--- src/rtl/pam4_eq_pkg.sv ---
package pam4_eq_pkg;

    // Gray coding of the four line levels
    typedef enum logic [1:0] {
        SYM_M3 = 2'b00,
        SYM_M1 = 2'b01,
        SYM_P1 = 2'b11,
        SYM_P3 = 2'b10
    } pam4_sym_e;

    // one delay-line slot: liveness plus symbol code
    typedef struct packed {
        logic       live;
        logic [1:0] sym;
    } tap_sym_t;

endpackage

--- src/rtl/pam4_coef_bank.sv ---
module pam4_coef_bank #(
    parameter int NTAPS = 16,
    parameter int CW    = 10,
    localparam int IDXW = $clog2(NTAPS),
    localparam int PW   = CW + 2
) (
    input  logic                      clk,
    input  logic                      rst_n,
    input  logic                      we_i,
    input  logic [IDXW-1:0]           idx_i,
    input  logic [CW-1:0]             val_i,
    output logic [NTAPS-1:0][CW-1:0]  w_o,
    output logic [NTAPS-1:0][PW-1:0]  w3_o
);

    typedef struct packed {
        logic [NTAPS-1:0][CW-1:0] w;
        logic [NTAPS-1:0][PW-1:0] w3;
    } bank_t;

    bank_t st_d, st_q;

    always_comb begin
        logic signed [PW-1:0] ext;
        st_d = st_q;
        ext  = PW'($signed(val_i));
        if (we_i && (int'(idx_i) < NTAPS)) begin
            st_d.w[idx_i]  = val_i;
            st_d.w3[idx_i] = ext + (ext <<< 1);
        end
    end

    always_ff @(posedge clk) begin
        if (!rst_n) st_q <= '0;
        else        st_q <= st_d;
    end

    assign w_o  = st_q.w;
    assign w3_o = st_q.w3;

    // a write lands in the addressed tap
    assert_coef_store_R6: assert property (@(posedge clk) disable iff (!rst_n)
        we_i |=> w_o[$past(idx_i)] == $past(val_i));

    // the tripled copy keeps the sign and magnitude of the written weight
    assert_triple_headroom_R9: assert property (@(posedge clk) disable iff (!rst_n)
        we_i |=> $signed(w3_o[$past(idx_i)]) == 3 * $signed($past(val_i)));

endmodule

--- src/rtl/pam4_eq_lane.sv ---
module pam4_eq_lane
    import pam4_eq_pkg::*;
#(
    parameter int NTAPS = 16,
    parameter int CW    = 10,
    parameter int SHIFT = 6,
    parameter int LVLW  = 4,
    localparam int PW     = CW + 2,
    localparam int SUMW   = PW + $clog2(NTAPS),
    localparam int N2     = NTAPS / 2,
    localparam int N3     = NTAPS / 4,
    localparam int N4     = NTAPS / 8,
    localparam int NLINES = (1 << LVLW) - 1,
    localparam int MID    = 1 << (LVLW - 1)
) (
    input  logic                      clk,
    input  logic                      rst_n,
    input  logic                      en_i,
    input  tap_sym_t [NTAPS-1:0]      win_i,
    input  logic [NTAPS-1:0][CW-1:0]  w_i,
    input  logic [NTAPS-1:0][PW-1:0]  w3_i,
    output logic                      vld_o,
    output logic [NLINES-1:0]         therm_o
);

    typedef struct packed {
        logic [NTAPS-1:0][PW-1:0] p1;   // stage 1: selected tap products
        logic [N2-1:0][SUMW-1:0]  p2;   // stage 2: first reduction
        logic [N3-1:0][SUMW-1:0]  p3;   // stage 3: second reduction
        logic [N4-1:0][SUMW-1:0]  p4;   // stage 4: third reduction
        logic [LVLW-1:0]          lvl;  // stage 5: clamped level
        logic [4:0]               v;    // valid per stage
    } lane_t;

    lane_t st_d, st_q;

    always_comb begin
        logic signed [PW-1:0]   ew;
        logic signed [PW-1:0]   e3;
        logic signed [PW-1:0]   pk;
        logic signed [SUMW-1:0] acc;
        logic signed [SUMW-1:0] shv;
        logic signed [SUMW:0]   lv;
        st_d = st_q;
        ew   = '0;
        e3   = '0;
        pk   = '0;
        acc  = '0;
        shv  = '0;
        lv   = '0;
        if (en_i) begin
            for (int k = 0; k < NTAPS; k++) begin
                ew = PW'($signed(w_i[k]));
                e3 = $signed(w3_i[k]);
                case (pam4_sym_e'(win_i[k].sym))
                    SYM_M3:  pk = -e3;
                    SYM_M1:  pk = -ew;
                    SYM_P1:  pk = ew;
                    default: pk = e3;
                endcase
                if (!win_i[k].live) pk = '0;
                st_d.p1[k] = pk;
            end
            for (int j = 0; j < N2; j++)
                st_d.p2[j] = SUMW'($signed(st_q.p1[2*j])) + SUMW'($signed(st_q.p1[2*j+1]));
            for (int j = 0; j < N3; j++)
                st_d.p3[j] = $signed(st_q.p2[2*j]) + $signed(st_q.p2[2*j+1]);
            for (int j = 0; j < N4; j++)
                st_d.p4[j] = $signed(st_q.p3[2*j]) + $signed(st_q.p3[2*j+1]);
            for (int j = 0; j < N4; j++)
                acc = acc + $signed(st_q.p4[j]);
            shv = acc >>> SHIFT;
            lv  = (SUMW+1)'(shv) + (SUMW+1)'(MID);
            if (lv < 0)            st_d.lvl = '0;
            else if (lv > NLINES)  st_d.lvl = LVLW'(NLINES);
            else                   st_d.lvl = lv[LVLW-1:0];
            st_d.v = {st_q.v[3:0], win_i[0].live};
        end
    end

    always_ff @(posedge clk) begin
        if (!rst_n) st_q <= '0;
        else        st_q <= st_d;
    end

    assign vld_o = st_q.v[4];

    generate
        for (genvar i = 0; i < NLINES; i++) begin : g_therm
            assign therm_o[i] = st_q.v[4] && (st_q.lvl > LVLW'(i));
        end
    endgenerate

    // the lane pipeline advances only on its half-rate enable
    assert_hold_off_phase_R8: assert property (@(posedge clk) disable iff (!rst_n)
        !en_i |=> $stable(st_q));

endmodule

--- src/rtl/pam4_fir_eq.sv ---
module pam4_fir_eq
    import pam4_eq_pkg::*;
#(
    parameter int NTAPS = 16,
    parameter int CW    = 10,
    parameter int SHIFT = 6,
    parameter int LVLW  = 4,
    localparam int IDXW   = $clog2(NTAPS),
    localparam int PW     = CW + 2,
    localparam int NLINES = (1 << LVLW) - 1,
    localparam int LAT    = 11
) (
    input  logic              clk,
    input  logic              rst_n,
    input  logic              coef_we,
    input  logic [IDXW-1:0]   coef_idx,
    input  logic [CW-1:0]     coef_val,
    input  logic              sym_vld,
    input  logic [1:0]        sym,
    output logic              out_vld,
    output logic [NLINES-1:0] out_therm
);

    typedef struct packed {
        tap_sym_t [NTAPS:0] hist;   // slot 0 newest, one extra for the even lane
        logic               phase;  // 1: lanes advance at the coming edge
    } top_t;

    top_t st_d, st_q;
    tap_sym_t                 new_slot;
    logic [NTAPS-1:0][CW-1:0] w;
    logic [NTAPS-1:0][PW-1:0] w3;
    logic [1:0]               lane_vld;
    logic [1:0][NLINES-1:0]   lane_therm;

    always_comb begin
        new_slot   = '{live: sym_vld, sym: sym};
        st_d       = st_q;
        st_d.hist  = {st_q.hist[NTAPS-1:0], new_slot};
        st_d.phase = ~st_q.phase;
    end

    always_ff @(posedge clk) begin
        if (!rst_n) st_q <= '0;
        else        st_q <= st_d;
    end

    pam4_coef_bank #(.NTAPS(NTAPS), .CW(CW)) i_bank (
        .clk  (clk),
        .rst_n(rst_n),
        .we_i (coef_we),
        .idx_i(coef_idx),
        .val_i(coef_val),
        .w_o  (w),
        .w3_o (w3)
    );

    // lane 0: even (older symbol, window offset 1); lane 1: odd (offset 0)
    generate
        for (genvar ln = 0; ln < 2; ln++) begin : g_lane
            localparam int OFF = 1 - ln;
            tap_sym_t [NTAPS-1:0] win;
            assign win = st_q.hist[OFF +: NTAPS];
            pam4_eq_lane #(.NTAPS(NTAPS), .CW(CW), .SHIFT(SHIFT), .LVLW(LVLW)) i_lane (
                .clk    (clk),
                .rst_n  (rst_n),
                .en_i   (st_q.phase),
                .win_i  (win),
                .w_i    (w),
                .w3_i   (w3),
                .vld_o  (lane_vld[ln]),
                .therm_o(lane_therm[ln])
            );
        end
    endgenerate

    // 2:1 lane merge: even lane first, then odd
    assign out_vld   = lane_vld[st_q.phase];
    assign out_therm = lane_therm[st_q.phase];

    // a live output always traces back to a live symbol LAT cycles earlier
    assert_fixed_latency_R4: assert property (@(posedge clk) disable iff (!rst_n)
        out_vld |-> $past(sym_vld, LAT));

    // live outputs are contiguous ones from line 0 upward
    assert_therm_shape_R2: assert property (@(posedge clk) disable iff (!rst_n)
        out_vld |-> ((out_therm & (out_therm + 1'b1)) == '0));

    // dead output slots carry no lines
    assert_dead_slot_zero_R5: assert property (@(posedge clk) disable iff (!rst_n)
        !out_vld |-> (out_therm == '0));

endmodule

--- config.mk ---
export PLATFORM = sky130hd
export DESIGN_NAME = pam4_fir_eq
export DESIGN_NICKNAME = d
export VERILOG_FILES = /design/src/rtl/pam4_eq_pkg.sv /design/src/rtl/pam4_coef_bank.sv /design/src/rtl/pam4_eq_lane.sv /design/src/rtl/pam4_fir_eq.sv
export SDC_FILE = /design/constraint.sdc
export NUM_CORES = 2
export LEC_CHECK = 0
export ABC_CLOCK_PERIOD_IN_PS = 2900
export BUFFER_PORTS_ARGS = -buffer_cell sky130_fd_sc_hd__buf_4
export CAP_MARGIN = 40
export CORE_UTILIZATION = 40
export DETAILED_ROUTE_END_ITERATION = 16
export HOLD_SLACK_MARGIN = 0.15
export SLEW_MARGIN = 20
export SYNTH_ARGS = -nofsm -noshare
export SYNTH_HDL_FRONTEND = slang
export SYNTH_HIERARCHICAL = 1
export SYNTH_SLANG_ARGS = --single-unit
--- constraint.sdc ---
create_clock -name clk -period 2.9 [get_ports clk]
set_clock_uncertainty 0.05 [all_clocks]
set_input_delay 0.29 -clock clk [delete_from_list [all_inputs] [get_ports clk]]
set_output_delay 0.29 -clock clk [all_outputs]
set_load 0.02 [all_outputs]
==> impl_metrics.env <==
export IMPL_grt_first_pass_wirelength_mm=422.6
export IMPL_layout_nets=10380
export IMPL_numClockSinks=1174
export IMPL_synth_area_per_cell_sq_um=8.041
export IMPL_crit_path_start_kind="flop"
export IMPL_fill_cells=19310
export IMPL_maxSlewHeadroom=0.4154
export IMPL_worst_path_max_fanout=4
export IMPL_htreeDepth=4
export IMPL_async_flop_share=0
export IMPL_dp_cells=12320
export IMPL_setup_viol=0
export IMPL_path_clk_slew_ns=0.06
export IMPL_die_area_sq_um=199700
export IMPL_r2r_cells=11
export IMPL_grt_use_total=0.2715
export IMPL_antenna_found_initial=21
export IMPL_clk_latency_ns=0.80
export IMPL_cts_made_buffers=141
export IMPL_rsz0062_at_grt="yes"
export IMPL_syn_to_final_growth_pct=13.18
export IMPL_drive_gt1_frac=0.1095
export IMPL_cts_buffer_depth=3
export IMPL_first_global_vias=69800
export IMPL_min_path_type="in -> reg"
export IMPL_vias_per_cell=5.925
export IMPL_slew_viol_final=0
export IMPL_drt_iter0_drc=7537
export IMPL_yosys_warnings=6
export IMPL_cp_data_arrival_time_ns=3.44
export IMPL_finalHoldViolCount=0
export IMPL_cts_tree="built"
export IMPL_wl_per_cell_microns=22.14
export IMPL_dieWidth_microns=446.8
export IMPL_max_cap_viol_count=0
export IMPL_period_minus_slack_ns=2.824
export IMPL_seq_area_frac_synth=0.2969
export IMPL_cts_root_buf="clkbuf_16"
export IMPL_synth_edff_count=0
export IMPL_ys_ff_latch=1174
export IMPL_drcViolationCount=0
export IMPL_power_leakage_nw=34.14
export IMPL_gr_total_overflow=0
export IMPL_drt_total_wl_mm=279.1
export IMPL_finalPower_w=0.03993
export IMPL_fmax_mhz=354.1
export IMPL_path_class="reg -> reg"
export IMPL_vdd_drop_max_uv=505.1
export IMPL_tightestPinTransition_ns=0.8750
export IMPL_end_kind="flop"
export IMPL_synth_area_sq_um=79150
export IMPL_ff_latch_area_sq_um=23540
export IMPL_hpwl_mm=202.9
export IMPL_holdWs_ns=0.2183
export IMPL_num_rows=162
export IMPL_grt_max_degree=102
export IMPL_dr_pass1_iters=6
export IMPL_post_place_ws_ns=-0.1152
export IMPL_synth_main_ff_cell="dfxtp_1"
export IMPL_syn_num_nets=10350
export IMPL_synth_cell_type_count=103
export IMPL_place_congestion=0.9286
export IMPL_power_density_nw_per_um2=445.8
export IMPL_crit_required_ns=3.51
export IMPL_postRouteAntennaNets=0
export IMPL_vias=74720
export IMPL_multiInputGateArea_sq_um=52240
export IMPL_period_share=0.9739
export IMPL_ios=36
export IMPL_synthCells=9843
export IMPL_status="finished clean"
export IMPL_instances_no_fill=12610
export IMPL_core_area_sq_um=195800
export IMPL_fin_ws_ns=0.07581
export IMPL_hold_depth=3
export IMPL_die_h_microns=446.8
export IMPL_initial_core_util=0.4042
export IMPL_portBuffers=35
cell families (layout without fill, tap and decap cells):
group / after synthesis / count (layout) / share of synthesized area
other cells: 0 / 2 / 0
mux: 378 / 378 / 0.07069
buf+inv: 1006 / 1147 / 0.05070
xor+xnor: 289 / 289 / 0.03198
simple gates: 3815 / 3815 / 0.2433
flops: 1174 / 1174 / 0.2969
compound gates: 2691 / 2691 / 0.2262
fa+ha+maj: 490 / 490 / 0.08021
Yosys cell counts, types with 132 or more instances:
cell type  count  area (sq um)
a21boi_0     447          3356
a21oi_1      608          3043
a31oi_1      132         825.8
clkbuf_1     454          1704
dfxtp_1     1174         23500
ha_1         461          5768
inv_1        387          1453
mux2i_1      214          2142
mux4_2       137          3085
nand2_1     1190          4467
nand2b_1     216          1351
nand3_1      246          1231
nor2_1       590          2215
nor2b_1      580          3628
nor3_1       277          1386
o21ai_0      555          2778
or3_1        134         838.3
xnor2_1      207          1813
metal layers:
| layer | vias to the layer above | GRT usage | part of all wire |
|---|---|---|---|
| li1 | 35560 | - | - |
| met1 | 35940 | 0.3611 | 0.44 |
| met2 | 2658 | 0.4316 | 0.44 |
| met3 | 548 | 0.03948 | 0.068 |
| met4 | 4 | 0.1263 | 0.050 |
| met5 | - | 0 | 0.000086 |
critical path, cell delays in order (launching register included):
cell and delay [ns]:
dfxtp_2 0.34, ha_4 0.23, o21ai_2 0.21, buf_4 0.14, a22oi_1 0.12, a221oi_2 0.32
o21ai_0 0.20, a2111oi_1 0.48, a41o_1 0.23, a31oi_4 0.14, nor3_2 0.20, o21ai_1 0.07
cell type report:
cell class              instances  share of cell area
clock buffers                 195             0.04613
well taps                    2624             0.03665
inverters                     404             0.01712
repair buffers                489             0.04570
diodes                          2          0.00005587
clock inverters                59            0.008422
flip-flops and latches       1174              0.2628
multi-input cells            7663              0.5831
power by group:
| part | internal [W] | total (W) | switching (W) |
|---|---|---|---|
| Sequential | 0.0163 | 0.0167 | 0.000338 |
| Combinational | 0.00159 | 0.00439 | 0.00280 |
| Clock | 0.0114 | 0.0189 | 0.00749 |
| Total | 0.0293 | 0.0399 | 0.0106 |
flip-flops by register name, indices dropped and copies added, names as in the netlist:
| signal | flops |
|---|---|
| g_lane.i_lane/vld_o | 2 |
| g_lane.win | 51 |
| g_lane.i_lane/st_q | 800 |
| i_bank/w_o | 148 |
| i_bank/w3_o | 172 |
| st_q | 1 |
path summary, 6_finish.rpt:
path                              startpoint                    endpoint  slack (ns)
setup / recovery   g_lane[1].i_lane/st_q[27]    g_lane[1].i_lane/st_q[5]        0.08
hold / removal                        sym[0]            g_lane[1].win[0]        0.22
setup reg to reg   g_lane[1].i_lane/st_q[27]    g_lane[1].i_lane/st_q[5]        0.08
hold reg to reg   g_lane[1].i_lane/st_q[290]  g_lane[1].i_lane/st_q[290]        0.40
timing repair:
action / in CTS / in global routing
pin swaps: 7 / 47
endpoints found under the setup margin: 9 / 69
resized for setup: 23 / 146
hold buffers: 20 / 0
endpoints found under the hold margin: 351 / 0
buffers inserted: 0 / 11
through the flow:
stage / util / cell area [sq um] / TNS (ns)
finish: 0.4575 / 89580 / 0
global route: 0.4575 / 89580 / -0.1602
detailed placement: 0.4280 / 83800 / -0.4878
floorplan: - / 79150 / 0
global placement: 0.4279 / 83780 / -0.4917
CTS: 0.4546 / 89010 / 0
placed cells by master, fill, tap and decap left out, types with 46 or more instances in the layout:
cell type,Yosys,routed
clkbuf_16,0,150
inv_1,387,384
nor2_1,590,586
dfxtp_1,1174,1149
and2_1,121,121
nor2b_1,580,578
or3_1,134,133
o31ai_1,95,95
o211ai_1,63,63
mux4_2,137,137
nand4_1,48,48
nand2b_1,216,215
a21oi_1,608,591
a31oi_1,132,129
ha_1,461,447
nand3_1,246,243
o311ai_0,52,50
nand2_1,1190,1189
a211oi_1,60,53
xor2_1,82,79
mux2i_1,214,213
a21boi_0,447,417
nor4_1,95,90
o2111ai_1,66,65
a32oi_1,83,83
or4_1,72,71
a22oi_1,46,46
nand3b_1,63,63
a21boi_1,18,48
xnor2_1,207,205
buf_4,36,437
o21a_1,53,53
nor3_1,277,271
o21ai_0,555,536
a21o_1,48,48
o211a_1,47,47
No activity file was read; power rests on OpenSTA's default activity.
